### src/rtl/rs_pkg.sv
package rs_pkg;
  // Stack operation chosen for one cycle
  typedef enum logic [1:0] {
    OP_IDLE = 2'd0,
    OP_PUSH = 2'd1,
    OP_POP  = 2'd2,
    OP_SWAP = 2'd3
  } stk_op_e;
endpackage

### src/rtl/rs_irq_gate.sv
module rs_irq_gate (
  input  logic clk,
  input  logic rst_n,
  input  logic irq_i,
  input  logic call_i,
  input  logic ret_i,
  input  logic full_i,
  output logic ack_o
);
  logic pend_q, pend_d, pend_eff;

  always_comb begin
    pend_eff = pend_q | irq_i;
    // grant only when a level is free and the stack port is otherwise idle
    ack_o    = pend_eff & ~full_i & ~call_i & ~ret_i;
    pend_d   = pend_eff & ~ack_o;
  end

  always_ff @(posedge clk or negedge rst_n) begin
    if (!rst_n) pend_q <= 1'b0;
    else        pend_q <= pend_d;
  end
endmodule

### src/rtl/rs_ptr_ctrl.sv
module rs_ptr_ctrl
  import rs_pkg::*;
#(
  parameter  int DEPTH = 4,
  localparam int PW    = $clog2(DEPTH),
  localparam int CW    = $clog2(DEPTH + 1)
) (
  input  logic          clk,
  input  logic          rst_n,
  input  logic          push_i,
  input  logic          pop_i,
  output logic          wr_en_o,
  output logic [PW-1:0] wr_idx_o,
  output logic [PW-1:0] rd_idx_o,
  output logic          full_o,
  output logic          udf_o
);
  stk_op_e       op;
  logic [PW-1:0] top_q, top_d;
  logic [CW-1:0] cnt_q, cnt_d;
  logic          empty, upd_en;

  assign empty = (cnt_q == '0);

  // operation decode
  always_comb begin
    op = OP_IDLE;
    if (push_i && pop_i)  op = empty ? OP_PUSH : OP_SWAP;
    else if (push_i)      op = OP_PUSH;
    else if (pop_i)       op = empty ? OP_IDLE : OP_POP;
  end

  // next state
  always_comb begin
    top_d    = top_q;
    cnt_d    = cnt_q;
    wr_en_o  = 1'b0;
    wr_idx_o = top_q + PW'(1);
    unique case (op)
      OP_PUSH: begin
        top_d   = top_q + PW'(1);
        wr_en_o = 1'b1;
        // circular buffer: when full, the next slot is the oldest entry
        if (cnt_q != CW'(DEPTH)) cnt_d = cnt_q + CW'(1);
      end
      OP_POP: begin
        top_d = top_q - PW'(1);
        cnt_d = cnt_q - CW'(1);
      end
      OP_SWAP: begin
        wr_en_o  = 1'b1;
        wr_idx_o = top_q;
      end
      default: ;
    endcase
  end

  assign upd_en   = (op != OP_IDLE);
  assign rd_idx_o = top_q;
  assign full_o   = (cnt_q == CW'(DEPTH));
  assign udf_o    = pop_i & empty;

  always_ff @(posedge clk or negedge rst_n) begin
    if (!rst_n) begin
      top_q <= PW'(DEPTH - 1);
      cnt_q <= '0;
    end else if (upd_en) begin
      top_q <= top_d;
      cnt_q <= cnt_d;
    end
  end
endmodule

### src/rtl/rs_store.sv
module rs_store #(
  parameter  int DEPTH = 4,
  parameter  int PC_W  = 10,
  localparam int PW    = $clog2(DEPTH)
) (
  input  logic            clk,
  input  logic            wr_en_i,
  input  logic [PW-1:0]   wr_idx_i,
  input  logic [PC_W-1:0] wr_data_i,
  input  logic [PW-1:0]   rd_idx_i,
  output logic [PC_W-1:0] rd_data_o
);
  logic [PC_W-1:0] ent [DEPTH];

  for (genvar g = 0; g < DEPTH; g++) begin : g_ent
    logic            hit;
    logic [PC_W-1:0] q;
    assign hit = wr_en_i && (wr_idx_i == PW'(g));
    // storage carries no reset; occupancy decides validity
    always_ff @(posedge clk) begin
      if (hit) q <= wr_data_i;
    end
    assign ent[g] = q;
  end

  assign rd_data_o = ent[rd_idx_i];
endmodule

### src/rtl/ret_stack.sv
module ret_stack #(
  parameter  int DEPTH = 4,
  parameter  int PC_W  = 10,
  localparam int PW    = $clog2(DEPTH)
) (
  input  logic            clk,
  input  logic            rst_n,
  input  logic            call_i,
  input  logic            irq_i,
  input  logic            ret_i,
  input  logic [PC_W-1:0] cur_pc_i,
  output logic [PC_W-1:0] ret_pc_o,
  output logic            full_o,
  output logic            irq_ack_o,
  output logic            udf_o
);
  logic [1:0]    rst_sync_q;
  logic          core_rst_n;
  logic          push, wr_en;
  logic [PW-1:0] wr_idx, rd_idx;

  // assert asynchronously, release on the clock
  always_ff @(posedge clk or negedge rst_n) begin
    if (!rst_n) rst_sync_q <= 2'b00;
    else        rst_sync_q <= {rst_sync_q[0], 1'b1};
  end
  assign core_rst_n = rst_sync_q[1];

  rs_irq_gate u_gate (
    .clk    (clk),
    .rst_n  (core_rst_n),
    .irq_i  (irq_i),
    .call_i (call_i),
    .ret_i  (ret_i),
    .full_i (full_o),
    .ack_o  (irq_ack_o)
  );

  assign push = call_i | irq_ack_o;

  rs_ptr_ctrl #(.DEPTH(DEPTH)) u_ptr (
    .clk      (clk),
    .rst_n    (core_rst_n),
    .push_i   (push),
    .pop_i    (ret_i),
    .wr_en_o  (wr_en),
    .wr_idx_o (wr_idx),
    .rd_idx_o (rd_idx),
    .full_o   (full_o),
    .udf_o    (udf_o)
  );

  rs_store #(.DEPTH(DEPTH), .PC_W(PC_W)) u_store (
    .clk       (clk),
    .wr_en_i   (wr_en),
    .wr_idx_i  (wr_idx),
    .wr_data_i (cur_pc_i),
    .rd_idx_i  (rd_idx),
    .rd_data_o (ret_pc_o)
  );
endmodule

### config.mk
export PLATFORM = sky130hd
export DESIGN_NAME = ret_stack
export DESIGN_NICKNAME = d
export VERILOG_FILES = /design/src/rtl/rs_pkg.sv /design/src/rtl/rs_irq_gate.sv /design/src/rtl/rs_ptr_ctrl.sv /design/src/rtl/rs_store.sv /design/src/rtl/ret_stack.sv
export SDC_FILE = /design/constraint.sdc
export NUM_CORES = 1
export LEC_CHECK = 0
export CAP_MARGIN = 20
export CORE_UTILIZATION = 40
export CTS_CLUSTER_SIZE = 40
export DETAILED_ROUTE_END_ITERATION = 16
export DONT_BUFFER_PORTS = 1
export GPL_TIMING_DRIVEN = 0
export SYNTH_ARGS = -nofsm -noshare
export SYNTH_HDL_FRONTEND = slang
export SYNTH_HIERARCHICAL = 1
export SYNTH_SLANG_ARGS = --single-unit
### constraint.sdc
create_clock -name clk -period 2.26 [get_ports clk]
set_input_delay 0.452 -clock clk [delete_from_list [all_inputs] [get_ports clk]]
set_output_delay 0.452 -clock clk [all_outputs]
set_load 0.03 [all_outputs]
# After elaboration in Yosys (flattened, before gate mapping)
# Cells that the tools add are included.
# op_classes
mux,13
n_eq_ne,9
n_bitwise,12
n_reduce_logical,12
n_lt_le_gt_ge,1
n_addsub,4
# op_table
op,count
$bmux W10 S2,1
$mux W10,2
$mux W2,6
$eq A2 B2 Y1 const B,4
$pmux W3 S2,1
$and A1 B1 Y1,5
$logic_and A1 B1 Y1,5
$eq A2 B1 Y1 const B,2
$not A1 Y1,4
$pmux W2 S2,1
$reduce_bool A2 Y1,2
$add A3 B1 Y3 const B,1
$eq A3 B3 Y1 const B,1
$ge A3 B3 Y1 const B,1
$logic_not A3 Y1,1
$mux W3,1
$ne A3 B3 Y1 const B,1
$not A2 Y3,1
$reduce_and A3 Y1,1
$sub A3 B1 Y3 const B,1
$add A2 B1 Y2 const B,1
$logic_not A2 Y1,1
$ne A2 B1 Y1 const B,1
$or A1 B1 Y1,2
4 further kinds,4
# totals
elab_cells,59
register_bits,48
inputBits,15
out_inout_bits,13

# Logic depth before layout (Yosys ltp)
# Gate-level depths: netlist of run 1.
# logic_depth
ltp_word,12
mapped_depth,12
depth_no_buf,12

# By module
# The synthesis of run 1 kept the hierarchy.
# by_module_without_submodules
module,area_per_inst_um2,cells_per_inst,n_inst,seq_area_each_um2
rs_store,1473.9,56,1,1201.2
rs_ptr_ctrl,379.1,36,1,127.6
ret_stack,60.1,4,1,50.0
rs_irq_gate,48.8,5,1,25.0

# Worst setup path after synthesis of run 1
# Ideal clock, no wire load.
# synth_timing
path_type,register to register
from,reg u_ptr.cnt_q[1]
to,"reg u_store.g_ent[0].q[0], enable pin"
period_less_slack_ns,3.471
required_ns,1.868
setup_slack_ns,-1.211
arrival_ns,3.079
setup_time_ns,0.392
stages_incl_launch_ff,10
n_path_buf,1
cell_sequence,dfrtp_1 nor3b_2 nor3_2 nor2b_1 or2_1 clkbuf_1 ha_1 nand2b_1 xnor2_1 nor3b_1
# synth_between
elab_chain_cells,12
word_cells_on_any_way,20
classes_between,eq/ne (3); mux (7); bitwise (5); reduce/logical (5)
# synth_rtl
element,line_no,source
"start, declared",rs_ptr_ctrl.sv:20,"logic [CW-1:0] cnt_q, cnt_d;"
"start signal, assigned",rs_ptr_ctrl.sv:69,cnt_q <= cnt_d;
$eq A3 B3 Y1 (*),rs_ptr_ctrl.sv:60,assign full_o = (cnt_q == CW'(DEPTH));
net full_o,ret_stack.sv:13,"output logic full_o,"
$not A1 Y1 (*),rs_irq_gate.sv:15,ack_o = pend_eff & ~full_i & ~call_i & ~ret_i;
$and A1 B1 Y1 (*) (3 in series),rs_irq_gate.sv:15,
net irq_ack_o,ret_stack.sv:14,"output logic irq_ack_o,"
$or A1 B1 Y1 (*),ret_stack.sv:39,assign push = call_i | irq_ack_o;
net push,ret_stack.sv:19,"logic push, wr_en;"
$mux W2 / $logic_and A1 B1 Y1 (equally long branches),"rs_ptr_ctrl.sv:29, rs_ptr_ctrl.sv:28",
$mux W2 (*),rs_ptr_ctrl.sv:28,if (push_i && pop_i) op = empty ? OP_PUSH : OP_SWAP;
$eq A2 B2 Y1 / $eq A2 B1 Y1 (equally long branches),rs_ptr_ctrl.sv:39,unique case (op)
$reduce_or A2 Y1 (no source line) (*),n/a,
$mux W1 (*),rs_ptr_ctrl.sv:39,
net wr_en,ret_stack.sv:19,
$logic_and A1 B1 Y1 (*),rs_store.sv:18,assign hit = wr_en_i && (wr_idx_i == PW'(g));
net u_store.g_ent[0].hit,rs_store.sv:16,logic hit;
"end signal, assigned",rs_store.sv:21,if (hit) q <= wr_data_i;
"end, declared",rs_store.sv:17,logic [PC_W-1:0] q;
# Mark *: on every way through the listed nets, which the timed path passes. The rest lies on a longest branch.
# A chain may end at the register's enable or synchronous reset.

# Worst setup path in the final report of run 1
# layout_timing
from,reg u_ptr.cnt_q[0]
to,"reg u_store.g_ent[2].q[4], enable pin"
# layout_between
elab_chain_cells,12
word_cells_on_any_way,20
classes_between,eq/ne (4); mux (7); bitwise (5); reduce/logical (4)
# layout_rtl
element,line_no
$eq A3 B3 Y1 (*),rs_ptr_ctrl.sv:60
net full_o,ret_stack.sv:13
$not A1 Y1 (*),rs_irq_gate.sv:15
$and A1 B1 Y1 (*) (3 in series),rs_irq_gate.sv:15
net irq_ack_o,ret_stack.sv:14
$or A1 B1 Y1 (*),ret_stack.sv:39
net push,ret_stack.sv:19
$mux W2 / $logic_and A1 B1 Y1 (equally long branches),"rs_ptr_ctrl.sv:29, rs_ptr_ctrl.sv:28"
$mux W2 (*),rs_ptr_ctrl.sv:28
$eq A2 B2 Y1 / $eq A2 B1 Y1 (equally long branches),rs_ptr_ctrl.sv:39
$reduce_or A2 Y1 (no source line) (*),n/a
$mux W1 (*),rs_ptr_ctrl.sv:39
net wr_en,ret_stack.sv:19
$logic_and A1 B1 Y1 (*),rs_store.sv:18
net u_store.g_ent[2].hit,rs_store.sv:16
"end signal, assigned",rs_store.sv:21
"end, declared",rs_store.sv:17
# Marked as above.

==> flow_metrics.tcl, run 1 <==
set metrics [dict create \
    synth_warnings 6 \
    drv.max_cap_violation_count 0 \
    count_of_flip_flops_with_a_built_in_enable_after_synthesis 40 \
    run_status "finished with violations" \
    final_critical_path_setup_slack_ns -0.583 \
    relSlewSlack 0.663 \
    drtPass1Iterations 4 \
    synth_cell_types 29 \
    place_hpwl_mm 1.96 \
    place_congestion 0.640 \
    die-height_um 72.0 \
    net-switching-power_mw 1.30 \
    first_pass_grt_wire_length_mm 5.46 \
    site_row_count 25 \
    clock_sinks 48 \
    setup.worst_path.end_class "register" \
    ys_dominant_reg_cell "edfxtp_1" \
    synth_compound_area_frac 0.0166 \
    max_freq_mhz 352 \
    grt.overflow.total 0 \
    final_antenna_net_count 0 \
    routed_wl_mm 3.36 \
    cts_root_buffer "clkbuf_8" \
    cts_tree "done" \
    power.density_cell_area_nw_per_um2 1490 \
    report.final.slew_viol_count 0 \
    instances_no_fill 199 \
    number_of_buffers_added_by_the_clock_tree_synthesis_step 5 \
    number_of_global_route_vias_before_repair 1063 \
    hold_viol_final 0 \
    largest_family_of_logic_cells_by_synthesized_area "multiplexers" \
    syn-num-nets 122 \
    pwr-share-seq 0.375 \
    report.final.setup_viol 45 \
    final_min_period_over_clock_period 1.26 \
    vias 976 \
    most-common-layout-cells "edfxtp_1, buf_4, mux4_2" \
    path_clk_slew_ns 0.07 \
    final_common_cell "edfxtp_1" \
    finish.utilization 0.546 \
    worst_setup_path_start_kind "register" \
    number_of_violations_reported_at_the_end_of_detailed_routing_iteration_0 72 \
    chipWidth_um 72.0 \
    asyncSetResetFlopFracSynth 0.167 \
    netlist_area_before_placement_um2 1960 \
    ir_worst_vdd_mv 0.554 \
    floorplan.io_pins 28 \
    avg_synthesized_cell_area_um2 19.4 \
    core_area_um2 4720 \
    share_clk_of_total_power 0.179 \
    violations "setup timing" \
    crit_path_max_fanout 10 \
    num-nets-final 153 \
    dr_drc_count 0 \
    clock_latency_on_the_worst_skew_pair_ns 0.29 \
    grt_antenna_before_repair 0 \
    syn_to_final_growth_pct 31.4 \
    grt_setup_unrepaired "yes" \
    netlist_instances 101 \
    power.leakage_nw 0.928 \
    synth-xor-area-share 0.0357 \
    final.min_clock_period_ns 2.84 \
    io_buffer_count 0 \
    final_layout_size_suffix_gt1_frac 0.492 \
    htree_num_levels 2 \
    skew_ns 0.00567 \
    switching_share 0.340 \
    dp_cells 168 \
    power_report.internal_total_mw 2.53 \
    via_cell_ratio 4.90 \
    worstHoldPathType "register to asynchronous set/reset pin" \
    synth.yosys.seq_area_share 0.716 \
    worst-endpoint-required_ns 2.27 \
    grt_resource_usage_total 0.150 \
    die-area_um2 5190 \
    synthAdderAreaFrac 0.0383 \
    bufs_on_longest_clock_path 2 \
    synth.area.mux_share 0.121 \
    design_power_total_mw 3.83 \
    synth-simple-area-share 0.0555 \
    wl_per_cell_um 16.9 \
    yosys_register_bits 48 \
    initial_utilization 0.415 \
    arrival_ns 2.85 \
    p_comb_frac 0.446 \
    layout.filler_cells 370 \
    pin_count_of_the_biggest_net_entering_global_routing 15 \
    num_antenna_cells 0 \
    crit_type "register to register" \
    worst_slew_pin_slew_ns 0.504 \
]
[metrics by stage]
stage / hold slack, ns / area [µm²] / setup WS [ns] / TNS, ns
after global placement: 0.101 / 2140 / -0.758 / -25.56
after global routing: 0.128 / 2580 / -0.656 / -26.45
after detailed placement: 0.102 / 2140 / -0.792 / -26.83
final: 0.0994 / 2580 / -0.583 / -23.36
after floorplan: 0.0662 / 2050 / -0.444 / -15.59
after CTS: 0.111 / 2580 / -0.551 / -21.86
[cell type report]
| type | instances | area (µm²) | share of cell area |
|---|---|---|---|
| repair buffers | 23 | 254 | 0.0985 |
| well taps | 67 | 83.8 | 0.0325 |
| flip-flops and latches | 48 | 1410 | 0.545 |
| clock buffers | 5 | 68.8 | 0.0267 |
| inverters | 3 | 13.8 | 0.00534 |
| multi-input cells | 48 | 657 | 0.255 |
| clock inverters | 2 | 60.1 | 0.0233 |
| plain buffers | 3 | 35.0 | 0.0136 |
[worst max-delay path, cell delays in order, from the launching register on]
cell and delay, ns:
dfrtp_2 0.44, nor3b_4 0.47, nor3_2 0.12, nor2b_4 0.19, or2_4 0.29, buf_8 0.13
ha_4 0.16, nand2b_4 0.16, xnor2_4 0.23, and3b_2 0.25, buf_12 0.14
[metal layers]
layer / global-route usage / routed length (µm) / vias up / part of all wire
met2: 0.248 / 1720 / 18 / 0.51
met3: 0.0500 / 165 / 2 / 0.049
met1: 0.181 / 1440 / 508 / 0.43
met5: 0 / 0 / - / 0
met4: 0.0654 / 34 / 0 / 0.010
li1: - / - / 448 / -
[timing repair]
action | in CTS | in global routing
gates cloned | 2 | 0
hold endpoints to repair | 2 | 0
resized for setup | 22 | 5
buffers inserted | 22 | 5
endpoints found under the setup margin | 55 | 46
pin swaps | 6 | 8
hold buffers | 1 | 0
[synthesized netlist by cell type, types with 2 or more instances]
master    number  area [µm²]
and3b_1        2        17.5
dfrtp_1        6         150
dfstp_2        2        52.6
edfxtp_1      40        1200
ha_1           6        75.1
inv_1          3        11.3
mux4_2        10         225
nor2_1         4        15.0
nor2b_1        2        12.5
xnor2_1        5        43.8
xor2_1         3        26.3
[power by group through the flow]
stage | registers, mW | clock network (mW) | logic, mW
CTS | 1.44 | 0.703 | 1.70
global placement | 1.47 | 0 | 1.29
floorplan | 1.45 | 0 | 1.13
detailed placement | 1.49 | 0 | 1.30
finish | 1.44 | 0.687 | 1.71
global route | 1.46 | 0.729 | 1.81
[sequential cells by signal, indices dropped and copies added (netlist names)]
register	flops
u_ptr/cnt_q	3
rst_sync_q	2
u_gate/pend_q	1
u_store/g_ent.q	40
u_ptr/rd_idx_o	2
[path summary, 6_finish.rpt]
kind                                     start               endpoint  slack, ns  cells past startpoint
worst max-delay path            u_ptr/cnt_q[0]  u_store/g_ent[2].q[4]      -0.58                     10
worst min-delay path             rst_sync_q[1]         u_ptr/cnt_q[2]        0.1                      0
worst max register to register  u_ptr/cnt_q[0]  u_store/g_ent[2].q[4]      -0.58                     10
worst min register to register   rst_sync_q[1]         u_ptr/cnt_q[2]        0.1                      0
max in group asynchronous                rst_n          rst_sync_q[0]       1.75                      1
min in group clk                   cur_pc_i[2]  u_store/g_ent[2].q[2]       0.25                      0
[cells by family (layout without fill, tap and decap cells)]
| family | count (synthesis) | after routing |
|---|---|---|
| muxes | 11 | 11 |
| DFF | 48 | 48 |
| xor gates and xnor gates | 8 | 8 |
| adders and majority gates | 6 | 6 |
| buffers and inverters | 6 | 36 |
| and+or+nand+nor | 17 | 18 |
| other | 1 | 1 |
| AOI/OAI and AO/OA | 4 | 4 |
No activity file was read; power rests on OpenSTA's default activity.
==> run 2, diff against run 1 <==
--- a/config.mk
+++ b/config.mk
@@ -6,11 +6,14 @@
 export NUM_CORES = 1
 export LEC_CHECK = 0
 export CAP_MARGIN = 20
-export CORE_UTILIZATION = 40
+export CELL_PAD_IN_SITES_DETAIL_PLACEMENT = 1
+export CELL_PAD_IN_SITES_GLOBAL_PLACEMENT = 2
+export CORE_UTILIZATION = 49
 export CTS_CLUSTER_SIZE = 40
 export DETAILED_ROUTE_END_ITERATION = 16
 export DONT_BUFFER_PORTS = 1
 export GPL_TIMING_DRIVEN = 0
+export PLACE_DENSITY_LB_ADDON = 0.1
 export SYNTH_ARGS = -nofsm -noshare
 export SYNTH_HDL_FRONTEND = slang
 export SYNTH_HIERARCHICAL = 1
==> run 2 against run 1 <==
Largest cell class unchanged. The flow still finishes with violations (setup timing). Final cell count is 15% lower. First-iteration DRC count is 39% lower. Hold slack better by 0.014 ns. Highest routed layer unchanged.
==> flow_metrics.tcl, run 2 (synthesis gave the netlist of run 1 again) <==
set metrics [dict create \
    max_freq_mhz 367 \
    register_area_um2 1410 \
    crit_type "register to register" \
    final_common_cell "edfxtp_1" \
    clock_sinks 48 \
    reg2reg_setup_slack_ns -0.46 \
    run_status "finished with violations" \
    chipWidth_um 65.3 \
    design_area_um2 2350 \
    final.min_clock_period_ns 2.72 \
    worst_path_largest_cell_delay_ns 0.46 \
    dr_drc_count 0 \
    place_ws_ns -0.749 \
    largest-register "u_store/g_ent.q" \
    multiInputGateArea_um2 631 \
    final_critical_path_setup_slack_ns -0.463 \
    number_of_violations_reported_at_the_end_of_detailed_routing_iteration_0 44 \
    use_met2 0.284 \
    report.final.slew_viol_count 0 \
    via_cell_ratio 5.51 \
    arrival_ns 2.74 \
    grt_antenna_before_repair 0 \
    core_area_um2 3740 \
    vias 932 \
    grt_use_met3 0.0625 \
    htree_num_levels 2 \
    worst_slew_pin_slew_ns 0.518 \
    gr-usage-met1 0.214 \
    skew_ns 0.00456 \
    violations "setup timing" \
    ir_worst_vdd_mv 0.742 \
    first_pass_grt_wire_length_mm 5.13 \
    buf_inv_stages_crit_path 2 \
    num-nets-final 141 \
    grt_peak_use_layer "met2" \
    final_antenna_net_count 0 \
    site_row_count 22 \
    grt.overflow.total 0 \
    path_clk_slew_ns 0.08 \
    final_min_period_over_clock_period 1.20 \
    pin_count_of_the_biggest_net_entering_global_routing 15 \
    dpl-instance-area_um2 2110 \
    worst_path_max_delay_cell "nor3b_4" \
    crit_chain "nor3b_4 > nor3_2 > nor2b_4 > or2_4 > buf_8 > ha_4 > nand2b_4 > xnor2_4 > and3b_2 > buf_12" \
    floorplan.io_pins 28 \
    critPathTopFamily "simple AND/OR/NAND/NOR gates" \
    bufs_on_longest_clock_path 2 \
    worstHoldPathType "register to asynchronous set/reset pin" \
    num_antenna_cells 0 \
    drtPass1Iterations 4 \
    number_of_global_route_vias_before_repair 990 \
    cts_root_buffer "clkbuf_8" \
    setup.worst_path.end_class "register" \
    crit_path_max_fanout 10 \
    drv.max_cap_violation_count 0 \
    initial_utilization 0.524 \
    die-area_um2 4260 \
    grt_resource_usage_total 0.174 \
    number_of_buffers_added_by_the_clock_tree_synthesis_step 5 \
    power.leakage_nw 0.826 \
    cts_tree "done" \
    place_congestion 0.656 \
    layout.filler_cells 339 \
    worst_setup_path_start_kind "register" \
    routed_wl_mm 3.26 \
    final_layout_size_suffix_gt1_frac 0.438 \
    place_hpwl_mm 2.25 \
    die-height_um 65.3 \
    largest_registers_ranked_by_flip_flop_count "u_store/g_ent.q (40), u_ptr/cnt_q (3)" \
    most-common-layout-cells "edfxtp_1, mux4_2, buf_4" \
    power.density_cell_area_nw_per_um2 1470 \
    io_buffer_count 0 \
    largest_register_ff_count 40 \
    hold_viol_final 0 \
    wl_per_cell_um 19.3 \
    syn_to_final_growth_pct 19.6 \
    grt_setup_unrepaired "yes" \
    relSlewSlack 0.654 \
    report.final.setup_viol 43 \
    worst-endpoint-required_ns 2.28 \
    clock_latency_on_the_worst_skew_pair_ns 0.30 \
]
-- run 2: cell types whose count changed in the layout (fill, tap and decap cells not counted), sizes merged --
| cell | before | now |
|---|---|---|
| buf | 24 | 13 |
| clkinv | 0 | 3 |
| and3b | 3 | 2 |
| bufinv | 2 | 0 |
-- run 2: worst paths after layout --
kind,start,end,cells past startpoint
max in group asynchronous,rst_n,rst_sync_q[1],1
worst min register to register,rst_sync_q[1],u_gate/pend_q,0
worst max register to register,u_ptr/cnt_q[0],u_store/g_ent[2].q[0],10
min in group clk,cur_pc_i[7],u_store/g_ent[2].q[7],0
worst min-delay path,rst_sync_q[1],u_gate/pend_q,0
worst max-delay path,u_ptr/cnt_q[0],u_store/g_ent[2].q[0],10
-- run 2: routing by layer --
layer	vias to the layer above	routed length, µm
li1	421	-
met1	482	1360
met2	27	1670
met3	2	194
met4	0	34
met5	-	0
-- run 2: per-stage QoR --
step           setup TNS, ns  hold WS, ns  utilization  instances  power (mW)
3_3_place_gp          -25.09        0.115        0.565        149        2.76
4_1_cts               -19.45        0.125        0.619        168        3.45
2_1_floorplan         -15.59       0.0662            -        101        2.58
3_5_place_dp          -25.33        0.120        0.565        149        2.80
5_1_grt               -23.54        0.143        0.627        169        3.61
6_report              -18.44        0.113        0.627        169        3.45
-- run 2: area by class of cell --
type                            count  share of cell area
Tap cell                           48              0.0256
Clock inverter                      3             0.00586
Sequential cell                    48               0.599
Clock buffer                        5              0.0293
Timing Repair Buffer               12              0.0533
Multi-Input combinational cell     47               0.269
Buffer                              3              0.0133
Inverter                            3             0.00480
-- run 2: timing repair --
item	in CTS	in global routing
pin swaps	4	4
setup endpoints to repair	55	45
hold endpoints to repair	2	0
hold buffers	1	0
gates resized for setup	4	7
setup buffers	10	1
-- run 2: report_power, final --
part / switching (mW) / total (mW) / internal, mW / leakage, nW
clock: 0.262 / 0.472 / 0.210 / 0.0453
sequential: 0.118 / 1.45 / 1.33 / 0.457
combinational: 0.880 / 1.53 / 0.650 / 0.324
